==> config.mk <==
export PLATFORM = sky130hd
export DESIGN_NAME = odt_pdw_tracker
export DESIGN_NICKNAME = d
export VERILOG_FILES = /design/src/rtl/odt_pdw_pkg.sv /design/src/rtl/odt_pdw_delay.sv /design/src/rtl/odt_pdw_rfc.sv /design/src/rtl/odt_pdw_window.sv /design/src/rtl/odt_pdw_tracker.sv
export SDC_FILE = /design/constraint.sdc
export NUM_CORES = 1
export LEC_CHECK = 0
export BUFFER_PORTS_ARGS = -buffer_cell sky130_fd_sc_hd__buf_2
export CORE_ASPECT_RATIO = 2
export CORE_MARGIN = 5
export CORE_UTILIZATION = 50
export CTS_CLUSTER_DIAMETER = 50
export DETAILED_ROUTE_END_ITERATION = 6
export GPL_TIMING_DRIVEN = 0
export PLACE_DENSITY = 0.69
export REMOVE_ABC_BUFFERS = 1
export SYNTH_ARGS = -nofsm -noshare
export SYNTH_HDL_FRONTEND = slang
export SYNTH_SLANG_ARGS = --single-unit
==> constraint.sdc <==
create_clock -name clk -period 6.8 [get_ports clk]
set_clock_uncertainty 0.2 [all_clocks]
set_input_delay 1.36 -clock clk [delete_from_list [all_inputs] [get_ports clk]]
set_output_delay 1.36 -clock clk [all_outputs]
set_load 0.005 [all_outputs]
==> src/rtl/odt_pdw_pkg.sv <==
package odt_pdw_pkg;
  typedef enum logic [1:0] {
    PDW_SYNC  = 2'b00,
    PDW_TRANS = 2'b01,
    PDW_ASYNC = 2'b10
  } pdw_mode_e;
endpackage

==> src/rtl/odt_pdw_delay.sv <==
// Fixed-depth shift line with a runtime-selected tap; stage j holds input t-1-j.
module odt_pdw_delay #(
  parameter int             DEPTH   = 16,
  parameter int             W       = 2,
  parameter logic [W-1:0]   RST_VAL = '0,
  localparam int            IDX_W   = $clog2(DEPTH)
) (
  input  logic             clk,
  input  logic             rst_n,
  input  logic [W-1:0]     din,
  input  logic [IDX_W-1:0] tap,
  output logic [W-1:0]     dout_cur,
  output logic [W-1:0]     dout_prev
);
  logic [W-1:0] stg_q [DEPTH];
  logic [W-1:0] stg_d [DEPTH];
  logic [IDX_W-1:0] tap_nxt;

  assign stg_d[0] = din;

  for (genvar gi = 1; gi < DEPTH; gi++) begin : g_next
    assign stg_d[gi] = stg_q[gi-1];
  end

  for (genvar gi = 0; gi < DEPTH; gi++) begin : g_stage
    always_ff @(posedge clk or negedge rst_n) begin
      if (!rst_n) stg_q[gi] <= RST_VAL;
      else        stg_q[gi] <= stg_d[gi];
    end
  end

  assign tap_nxt   = tap + 1'b1;
  assign dout_cur  = stg_q[tap];
  assign dout_prev = stg_q[tap_nxt];
endmodule

==> src/rtl/odt_pdw_rfc.sv <==
// Tracks how many cycles of the most recent refresh remain.
module odt_pdw_rfc #(
  parameter int CNT_W = 9
) (
  input  logic             clk,
  input  logic             rst_n,
  input  logic             ref_i,
  input  logic [CNT_W-1:0] trfc_i,
  output logic             busy_o,
  output logic [CNT_W-1:0] rem_o
);
  logic             act_q, act_d;
  logic [CNT_W-1:0] cnt_q, cnt_d;
  logic             cnt_en;

  always_comb begin
    act_d  = act_q;
    cnt_d  = cnt_q;
    cnt_en = ref_i | act_q;
    if (ref_i) begin
      act_d = (trfc_i > CNT_W'(1));
      cnt_d = (trfc_i > CNT_W'(1)) ? trfc_i - CNT_W'(2) : '0;
    end else if (act_q) begin
      act_d = (cnt_q != '0);
      cnt_d = (cnt_q != '0) ? cnt_q - 1'b1 : '0;
    end
  end

  always_ff @(posedge clk or negedge rst_n) begin
    if (!rst_n) begin
      act_q <= 1'b0;
      cnt_q <= '0;
    end else if (cnt_en) begin
      act_q <= act_d;
      cnt_q <= cnt_d;
    end
  end

  always_comb begin
    if (ref_i) begin
      busy_o = (trfc_i != '0);
      rem_o  = (trfc_i != '0) ? trfc_i - 1'b1 : '0;
    end else begin
      busy_o = act_q;
      rem_o  = cnt_q;
    end
  end


  rfc_expire_chk: assert property (@(posedge clk) disable iff (!rst_n)
    (act_q && cnt_q == '0 && !ref_i) |=> !act_q);
endmodule

==> src/rtl/odt_pdw_window.sv <==
// Window length counter and mode classification in delayed (output) time.
module odt_pdw_window
  import odt_pdw_pkg::*;
#(
  parameter int DLY_W = 4,
  parameter int CNT_W = 9,
  localparam int WIN_W = CNT_W + 1
) (
  input  logic             clk,
  input  logic             rst_n,
  input  logic             cke_fall_i,
  input  logic             frz_i,
  input  logic [DLY_W-1:0] dly_i,
  input  logic [CNT_W-1:0] tcpded_i,
  input  logic             rfc_busy_i,
  input  logic [CNT_W-1:0] rfc_rem_i,
  input  logic             cke_dly_i,
  input  logic             odt_cur_i,
  input  logic             odt_prev_i,
  output pdw_mode_e        mode_o,
  output logic             unc_o
);
  logic [WIN_W-1:0] win_q, win_d;
  logic             frz_q, frz_d;
  logic             load;
  logic             win_en;
  logic [CNT_W-1:0] base_end;
  logic [CNT_W-1:0] end_off;
  logic [WIN_W-1:0] win_len;

  assign load = cke_fall_i & frz_i;

  always_comb begin
    base_end = (tcpded_i == '0) ? '0 : tcpded_i - 1'b1;
    end_off  = (rfc_busy_i && rfc_rem_i > base_end) ? rfc_rem_i : base_end;
    win_len  = WIN_W'(dly_i) + WIN_W'(end_off);
  end

  always_comb begin
    win_d  = win_q;
    frz_d  = frz_q;
    win_en = load | (win_q != '0) | cke_fall_i;
    if (load)               win_d = win_len;
    else if (win_q != '0)   win_d = win_q - 1'b1;
    if (cke_fall_i)         frz_d = frz_i;
  end

  always_ff @(posedge clk or negedge rst_n) begin
    if (!rst_n) begin
      win_q <= '0;
      frz_q <= 1'b0;
    end else if (win_en) begin
      win_q <= win_d;
      frz_q <= frz_d;
    end
  end

  always_comb begin
    if (win_q != '0)             mode_o = PDW_TRANS;
    else if (frz_q && !cke_dly_i) mode_o = PDW_ASYNC;
    else                          mode_o = PDW_SYNC;
    unc_o = (mode_o == PDW_TRANS) && (odt_cur_i != odt_prev_i);
  end


  mode_legal_chk: assert property (@(posedge clk) disable iff (!rst_n)
    mode_o != 2'b11);


  flag_mode_chk: assert property (@(posedge clk) disable iff (!rst_n)
    unc_o |-> mode_o == PDW_TRANS);


  async_hold_chk: assert property (@(posedge clk) disable iff (!rst_n)
    (mode_o == PDW_ASYNC && !load) |=> mode_o != PDW_TRANS);
endmodule

==> src/rtl/odt_pdw_tracker.sv <==
module odt_pdw_tracker
  import odt_pdw_pkg::*;
#(
  parameter int MAX_WL = 16,
  parameter int CNT_W  = 9,
  localparam int WL_W  = $clog2(MAX_WL + 1),
  localparam int DLY_W = $clog2(MAX_WL)
) (
  input  logic             clk,
  input  logic             rst_n,
  input  logic             cke_q_i,
  input  logic             ref_i,
  input  logic             dll_frz_i,
  input  logic [WL_W-1:0]  wl_i,
  input  logic [CNT_W-1:0] tcpded_i,
  input  logic [CNT_W-1:0] trfc_i,
  input  logic             odt_i,
  output logic [1:0]       mode_o,
  output logic             odt_dly_o,
  output logic             odt_unc_o
);
  logic             cke_prev_q;
  logic             cke_fall;
  logic [WL_W-1:0]  wl_eff;
  logic [DLY_W-1:0] dly;
  logic [DLY_W-1:0] tap;
  logic [1:0]       line_cur, line_prev;
  logic             rfc_busy;
  logic [CNT_W-1:0] rfc_rem;
  pdw_mode_e        mode;
  logic             unc;

  always_ff @(posedge clk or negedge rst_n) begin
    if (!rst_n) cke_prev_q <= 1'b1;
    else        cke_prev_q <= cke_q_i;
  end

  assign cke_fall = cke_prev_q & ~cke_q_i;

  always_comb begin
    if (wl_i < WL_W'(2))           wl_eff = WL_W'(2);
    else if (wl_i > WL_W'(MAX_WL)) wl_eff = WL_W'(MAX_WL);
    else                           wl_eff = wl_i;
    dly = DLY_W'(wl_eff - 1'b1);
    tap = dly - 1'b1;
  end

  odt_pdw_delay #(
    .DEPTH   (MAX_WL),
    .W       (2),
    .RST_VAL (2'b01)
  ) i_line (
    .clk       (clk),
    .rst_n     (rst_n),
    .din       ({odt_i, cke_q_i}),
    .tap       (tap),
    .dout_cur  (line_cur),
    .dout_prev (line_prev)
  );

  odt_pdw_rfc #(
    .CNT_W (CNT_W)
  ) i_rfc (
    .clk    (clk),
    .rst_n  (rst_n),
    .ref_i  (ref_i),
    .trfc_i (trfc_i),
    .busy_o (rfc_busy),
    .rem_o  (rfc_rem)
  );

  odt_pdw_window #(
    .DLY_W (DLY_W),
    .CNT_W (CNT_W)
  ) i_win (
    .clk        (clk),
    .rst_n      (rst_n),
    .cke_fall_i (cke_fall),
    .frz_i      (dll_frz_i),
    .dly_i      (dly),
    .tcpded_i   (tcpded_i),
    .rfc_busy_i (rfc_busy),
    .rfc_rem_i  (rfc_rem),
    .cke_dly_i  (line_cur[0]),
    .odt_cur_i  (line_cur[1]),
    .odt_prev_i (line_prev[1]),
    .mode_o     (mode),
    .unc_o      (unc)
  );

  assign mode_o    = mode;
  assign odt_dly_o = line_cur[1];
  assign odt_unc_o = unc;


  entry_trans_chk: assert property (@(posedge clk) disable iff (!rst_n)
    (cke_fall && dll_frz_i) |=> mode_o == 2'b01);
endmodule

==> flow_metrics.env, run 1 <==
export IMPL_run_status="complete, no violations"
export IMPL_numPortBuffers=32
export IMPL_cellPowerDensity_nw_per_um2=241.2
export IMPL_antenna_diodes=0
export IMPL_finalCoreUtilization_pct=55.90
export IMPL_grt_antenna_before_repair=0
export IMPL_fillerInstances=699
export IMPL_placed_cells_incl_taps=518
export IMPL_gr_usage_met2_pct=35.50
export IMPL_syn_instance_count=402
export IMPL_path_class="in2reg"
export IMPL_gr_total_overflow=0
export IMPL_die_width_um=71.86
export IMPL_report_final_slew_viol_count=0
export IMPL_clk_path_buf_depth=2
export IMPL_yosysWarnings=0
export IMPL_hpwlAfterDp_um=6947
export IMPL_drt_first_pass_iters=4
export IMPL_top_level_ports=33
export IMPL_cts_root_buf="clkbuf_16"
export IMPL_maximum_clock_rate_mhz=153.6
export IMPL_multi_input_area_um2=2323
export IMPL_path_max_fanout=13
export IMPL_post_synth_cell_area_avg_um2=9.518
export IMPL_groute_layer_met3_usage_pct=2.039
export IMPL_rsz_0062_raised_after_global_routing="false"
export IMPL_route_vias_total=3124
export IMPL_instances_no_fill=526
export IMPL_seqCellArea_um2=1346
export IMPL_h_tree_depth=2
export IMPL_start_util_pct=50.71
export IMPL_tns_ns=0
export IMPL_min_path_type="reg2reg"
export IMPL_finish_net_count=483
export IMPL_place_worst_setup_slack_ns=-0.3505
export IMPL_number_of_enable_type_register_cells_in_the_synthesized_netlist=0
export IMPL_most_area_consuming_cells_after_synthesis="dfrtp_1 (24%), dfstp_2 (11%), mux4_2 (8.2%)"
export IMPL_placementRows=45
export IMPL_grt_pass1_vias=3093
export IMPL_final_critical_path_setup_slack_ns=0.2903
export IMPL_ir_worst_vdd_uv=115.5
export IMPL_post_route_cell_area_um2=4218
export IMPL_synth_top_area_share_pct=24.20
export IMPL_maximum_number_of_pins_on_one_net_before_global_route_repair=54
export IMPL_detail_route_wirelength_um=8903
export IMPL_tritoncts_sink_count=53
export IMPL_route_detailed_wl_per_inst_um=16.93
export IMPL_placement_cell_area_um2=4045
export IMPL_total_leakage_power_nw=1.800
export IMPL_synth_seq_area_share_pct=35.19
export IMPL_setup_viol=0
export IMPL_place_gp_congestion=0.8829
export IMPL_post_cts_hold_buffer_count=0
export IMPL_yosys_top_cells_count="dfrtp_1 (37), nand2_1 (36), nor2_1 (32), inv_1 (31), a21oi_1 (28)"
export IMPL_vias_per_cell=5.939
export IMPL_cp_arrival_ns=6.44
export IMPL_cts_reportedPaths_clkPinSlew_ns=0.07
export IMPL_globalRouteMet1Util_pct=20.38
export IMPL_grtUsageTotal_pct=18.94
export IMPL_worst_skew_pair_late_latency_ns=0.29
export IMPL_ys_ff_latch=53
export IMPL_top_usage_layer="met2"
export IMPL_fin_crit_sh_pct=95.73
export IMPL_hold_viol=0
export IMPL_cts_buffers=5
export IMPL_timing_slew_headroom_pct=23.79
export IMPL_post_route_cells_drive_above_1_share_pct=21.30
export IMPL_postSynth_asyncResetShare_pct=100.0
export IMPL_synth_cell_type_count=65
export IMPL_fin_worst_hold_slack_ns=0.1654
export IMPL_maxCapViolCount=0
export IMPL_die_footprint_um2=9608
export IMPL_cts_tree="done"
export IMPL_critPathLaunchType="input port"
export IMPL_worst_ep_required_time_ns=6.73
export IMPL_drcViolationCount=0
export IMPL_drt_iter0_drc=150
export IMPL_floorplan_die_height_um=133.7
export IMPL_worst_slew_pin_transition_ns=1.143
export IMPL_placeableCoreArea_um2=7545
export IMPL_area_growth_syn_to_fin_pct=10.24
export IMPL_final_min_clock_period_ns=6.510
export IMPL_synth_most_common_cell="dfrtp_1"
export IMPL_synth_largest_area_cell="dfrtp_1"
export IMPL_final_antenna_net_count=0
export IMPL_p_total_mw=1.017
export IMPL_crit_path_end_kind="flop"
export IMPL_grt_first_pass_wirelength_um=14430
export IMPL_synth_main_ff_cell="dfrtp_1"
export IMPL_cell_area_synth_um2=3826
## sequential cells by signal, indices dropped and copies added (netlist names)
register and count:
i_line.stg_q 2, i_win.win_q 10, i_line.stg_d 30, i_rfc.act_q 1
i_rfc.cnt_q 9, i_win.frz_q 1
## area by class of cell
class                           count  share of cell area, %
Sequential cell                    53                  31.92
Timing Repair Buffer               33                  3.975
Multi-Input combinational cell    307                  55.09
Clock buffer                        5                  2.966
Tap cell                           94                  2.788
Clock inverter                      3                 0.5043
Inverter                           31                  2.759
## cells by family after synthesis
family | count (synthesis) | share of synthesized area, %
and+or+nand+nor | 132 | 18.08
AOI/OAI and AO/OA | 102 | 17.30
DFF | 53 | 35.19
buffers and inverters | 42 | 4.938
xor gates and xnor gates | 27 | 6.181
muxes | 23 | 10.60
adders and majority gates | 23 | 7.717
## cell usage in the layout (no fill, tap or decap), types with 12 or more instances in the layout
cell and instances:
ha_1 22, xor2_1 12, xnor2_1 15, mux4_2 14, nor3_1 17, dfstp_2 16, inv_1 31, dfrtp_1 37
buf_2 32, o21ai_0 21, nand2_1 36, a21oi_1 28, nor2_1 30
## report_power, final
| group | internal (mW) | switching, mW | leakage, nW | total [mW] |
|---|---|---|---|---|
| Sequential | 0.367 | 0.0496 | 0.608 | 0.417 |
| Clock | 0.137 | 0.115 | 0.0702 | 0.252 |
| Combinational | 0.156 | 0.193 | 1.12 | 0.349 |
## what timing repair did
action | 4_1_cts | 5_1_grt
setup buffers | 0 | 0
cloned | 0 | 0
endpoints found under the setup margin | 1 | 5
gates resized for setup | 1 | 6
## path summary, 6_finish.rpt
check / start / to / slack [ns] / depth (start not counted)
worst max-delay path: trfc_i[1] / i_win.win_q[8] / 0.29 / 24
worst min-delay path: i_line.stg_d[4] / i_line.stg_d[2] / 0.17 / 0
worst max register to register: i_rfc.cnt_q[8] / i_win.win_q[8] / 2.25 / 19
worst min register to register: i_line.stg_d[4] / i_line.stg_d[2] / 0.17 / 0
max in group asynchronous: rst_n / i_line.stg_d[25] / 4.61 / 1
min in group asynchronous: rst_n / i_win.win_q[1] / 1.08 / 1
## worst max-delay path, stage by stage
cell,delay [ns]
buf_2,0.11
inv_1,0.16
ha_1,0.23
or3b_4,0.40
o31a_2,0.29
o21ai_1,0.29
o21ai_1,0.23
ha_1,0.38
and4_1,0.23
o211a_1,0.16
a211oi_2,0.31
nor2_4,0.14
nor2_1,0.13
a21oi_1,0.07
ha_1,0.22
inv_1,0.08
fa_1,0.21
inv_1,0.05
a21o_2,0.20
a21oi_1,0.47
nor3b_2,0.13
a32oi_1,0.25
xor2_1,0.22
a21oi_1,0.09
## routing by layer
layer	up-vias	part of all wire, %	wire length (um)
met5	-	0	0
met4	0	3.4	305
met3	21	2.6	229
met2	70	55	4895
met1	1507	39	3473
li1	1526	-	-
No activity file was read; power rests on OpenSTA's default activity.
==> run 2, diff against run 1 <==
--- a/config.mk
+++ b/config.mk
@@ -8,11 +8,11 @@
 export BUFFER_PORTS_ARGS = -buffer_cell sky130_fd_sc_hd__buf_2
 export CORE_ASPECT_RATIO = 2
 export CORE_MARGIN = 5
-export CORE_UTILIZATION = 50
+export CORE_UTILIZATION = 55
 export CTS_CLUSTER_DIAMETER = 50
 export DETAILED_ROUTE_END_ITERATION = 6
 export GPL_TIMING_DRIVEN = 0
-export PLACE_DENSITY = 0.69
+export PLACE_DENSITY = 0.74
 export REMOVE_ABC_BUFFERS = 1
 export SYNTH_ARGS = -nofsm -noshare
 export SYNTH_HDL_FRONTEND = slang
==> flow_metrics.env, run 2 (synthesis gave the netlist of run 1 again) <==
export IMPL_run_status="complete, no violations"
export IMPL_place_worst_setup_slack_ns=-0.1553
export IMPL_die_footprint_um2=8826
export IMPL_timing_critical_path_cells="buf_2 -> nand2b_1 -> nor2_2 -> inv_1 -> ha_1 -> inv_1 -> mux4_2 -> mux4_2 -> xnor2_1 -> nor2_1 -> buf_2"
export IMPL_worst_skew_pair_late_latency_ns=0.29
export IMPL_path_delay_family="multiplexers"
export IMPL_placementRows=43
export IMPL_timing_hold_worst_path_depth=0
export IMPL_cts_tree="done"
export IMPL_final_antenna_net_count=0
export IMPL_final_critical_path_setup_slack_ns=0.4231
export IMPL_die_width_um=68.98
export IMPL_final_common_cell="dfrtp_1"
export IMPL_cts_root_buf="clkbuf_16"
export IMPL_path_class="in2out"
export IMPL_total_leakage_power_nw=1.814
export IMPL_place_gp_congestion=0.9280
export IMPL_hpwlAfterDp_um=6967
export IMPL_h_tree_depth=2
export IMPL_timing_critical_path_slowest_cell_delay_ns=0.60
export IMPL_antenna_diodes=0
export IMPL_setup_viol=0
export IMPL_top_level_ports=33
export IMPL_grtUsageTotal_pct=22.38
export IMPL_worst_ep_required_time_ns=5.24
export IMPL_fin_crit_sh_pct=93.78
export IMPL_clk_path_buf_depth=2
export IMPL_tns_ns=0
export IMPL_numPortBuffers=32
export IMPL_crit_slowest_cell="nor2_2"
export IMPL_floorplan_die_height_um=128.0
export IMPL_ir_worst_vdd_uv=116.8
export IMPL_min_path_type="reg2reg"
export IMPL_finalCoreUtilization_pct=61.48
export IMPL_layout_cells_most_common_list="dfrtp_1 (37), nand2_1 (36), buf_2 (32)"
export IMPL_fin_worst_hold_slack_ns=0.1626
export IMPL_final_min_clock_period_ns=6.377
export IMPL_post_route_cells_drive_above_1_share_pct=20.83
export IMPL_crit_path_end_kind="output pin"
export IMPL_post_route_cell_area_um2=4234
export IMPL_area_growth_syn_to_fin_pct=10.66
export IMPL_timing_hold_worst_endpoint="i_line.stg_d[24]"
export IMPL_maximum_number_of_pins_on_one_net_before_global_route_repair=54
export IMPL_worst_hold_startpoint="i_line.stg_d[26]"
export IMPL_gr_usage_met2_pct=39.41
export IMPL_drcViolationCount=0
export IMPL_rsz_0062_raised_after_global_routing="false"
export IMPL_groute_layer_met3_usage_pct=2.544
export IMPL_timing_slew_headroom_pct=25.23
export IMPL_grt_antenna_before_repair=0
export IMPL_tritoncts_sink_count=53
export IMPL_top_usage_layer="met2"
export IMPL_drt_first_pass_iters=4
export IMPL_finish_net_count=483
export IMPL_start_util_pct=55.56
export IMPL_route_vias_total=3100
export IMPL_detail_route_wirelength_um=8765
export IMPL_placeableCoreArea_um2=6887
export IMPL_grt_pass1_vias=3112
export IMPL_maxCapViolCount=0
export IMPL_cp_arrival_ns=4.82
export IMPL_placement_cell_area_um2=4040
export IMPL_drt_iter0_drc=167
export IMPL_maximum_clock_rate_mhz=156.8
export IMPL_globalRouteMet1Util_pct=24.76
export IMPL_r2r_slack_ns=2.38
export IMPL_reg2regPathDepth=18
export IMPL_worst_r2r_endpoint="i_win.win_q[8]"
export IMPL_cts_reportedPaths_clkPinSlew_ns=0.06
export IMPL_critPathLaunchType="input port"
export IMPL_hold_viol=0
export IMPL_report_final_slew_viol_count=0
export IMPL_vias_per_cell=5.939
export IMPL_grt_first_pass_wirelength_um=14910
export IMPL_rr_startpoint="i_rfc.cnt_q[8]"
export IMPL_critPathBufInv=4
export IMPL_path_max_fanout=15
export IMPL_gr_total_overflow=0
export IMPL_largest_register_ff_count=30
export IMPL_route_detailed_wl_per_inst_um=16.79
export IMPL_cts_buffers=5
export IMPL_worst_slew_pin_transition_ns=1.122
export IMPL_cellPowerDensity_nw_per_um2=247.1
## run 2: cell count changes in the layout (fill, tap and decap cells not counted), sizes merged
cell	previous run	this run
clkinvlp	1	0
inv	32	31
clkbuf	5	8
clkinv	1	0
## run 2: layout make-up
cell class              instances  area, um2
repair buffers                 33      167.7
inverters                      31      116.4
flip-flops and latches         53       1346
fillers                       636       2653
multi-input cells             307       2323
clock buffers                   8      167.7
well taps                      90      112.6
## run 2: per-stage QoR
stage | total power, mW | instances
2_1_floorplan | 0.6630 | 391
3_3_place_gp | 0.7517 | 513
3_5_place_dp | 0.7642 | 514
4_1_cts | 1.048 | 522
5_1_grt | 1.120 | 522
6_report | 1.046 | 522
## run 2: how the worst max path moves through the flow
stage / start / end / depth (start not counted)
after floorplan: trfc_i[1] / i_win.win_q[8] / 23
after global placement: trfc_i[1] / i_win.win_q[8] / 22
after detailed placement: trfc_i[1] / i_win.win_q[8] / 22
after CTS: wl_i[4] / odt_unc_o / 11
after global routing: trfc_i[1] / i_win.win_q[8] / 23
final: wl_i[4] / odt_unc_o / 11
## run 2: routing by layer
| layer | vias to the layer above | part of all wire [%] |
|---|---|---|
| li1 | 1520 | - |
| met1 | 1488 | 38 |
| met2 | 69 | 55 |
| met3 | 23 | 2.8 |
| met4 | 0 | 4.8 |
| met5 | - | 0 |
## run 2: report_power, final
part | switching [mW] | internal, mW
logic | 0.195 | 0.157
registers | 0.0496 | 0.367
clock network | 0.109 | 0.169
## run 2: what timing repair did
action,4_1_cts,5_1_grt
hold buffers,0,0
setup endpoints to repair,0,9
gates resized for setup,0,8
setup buffers,0,0
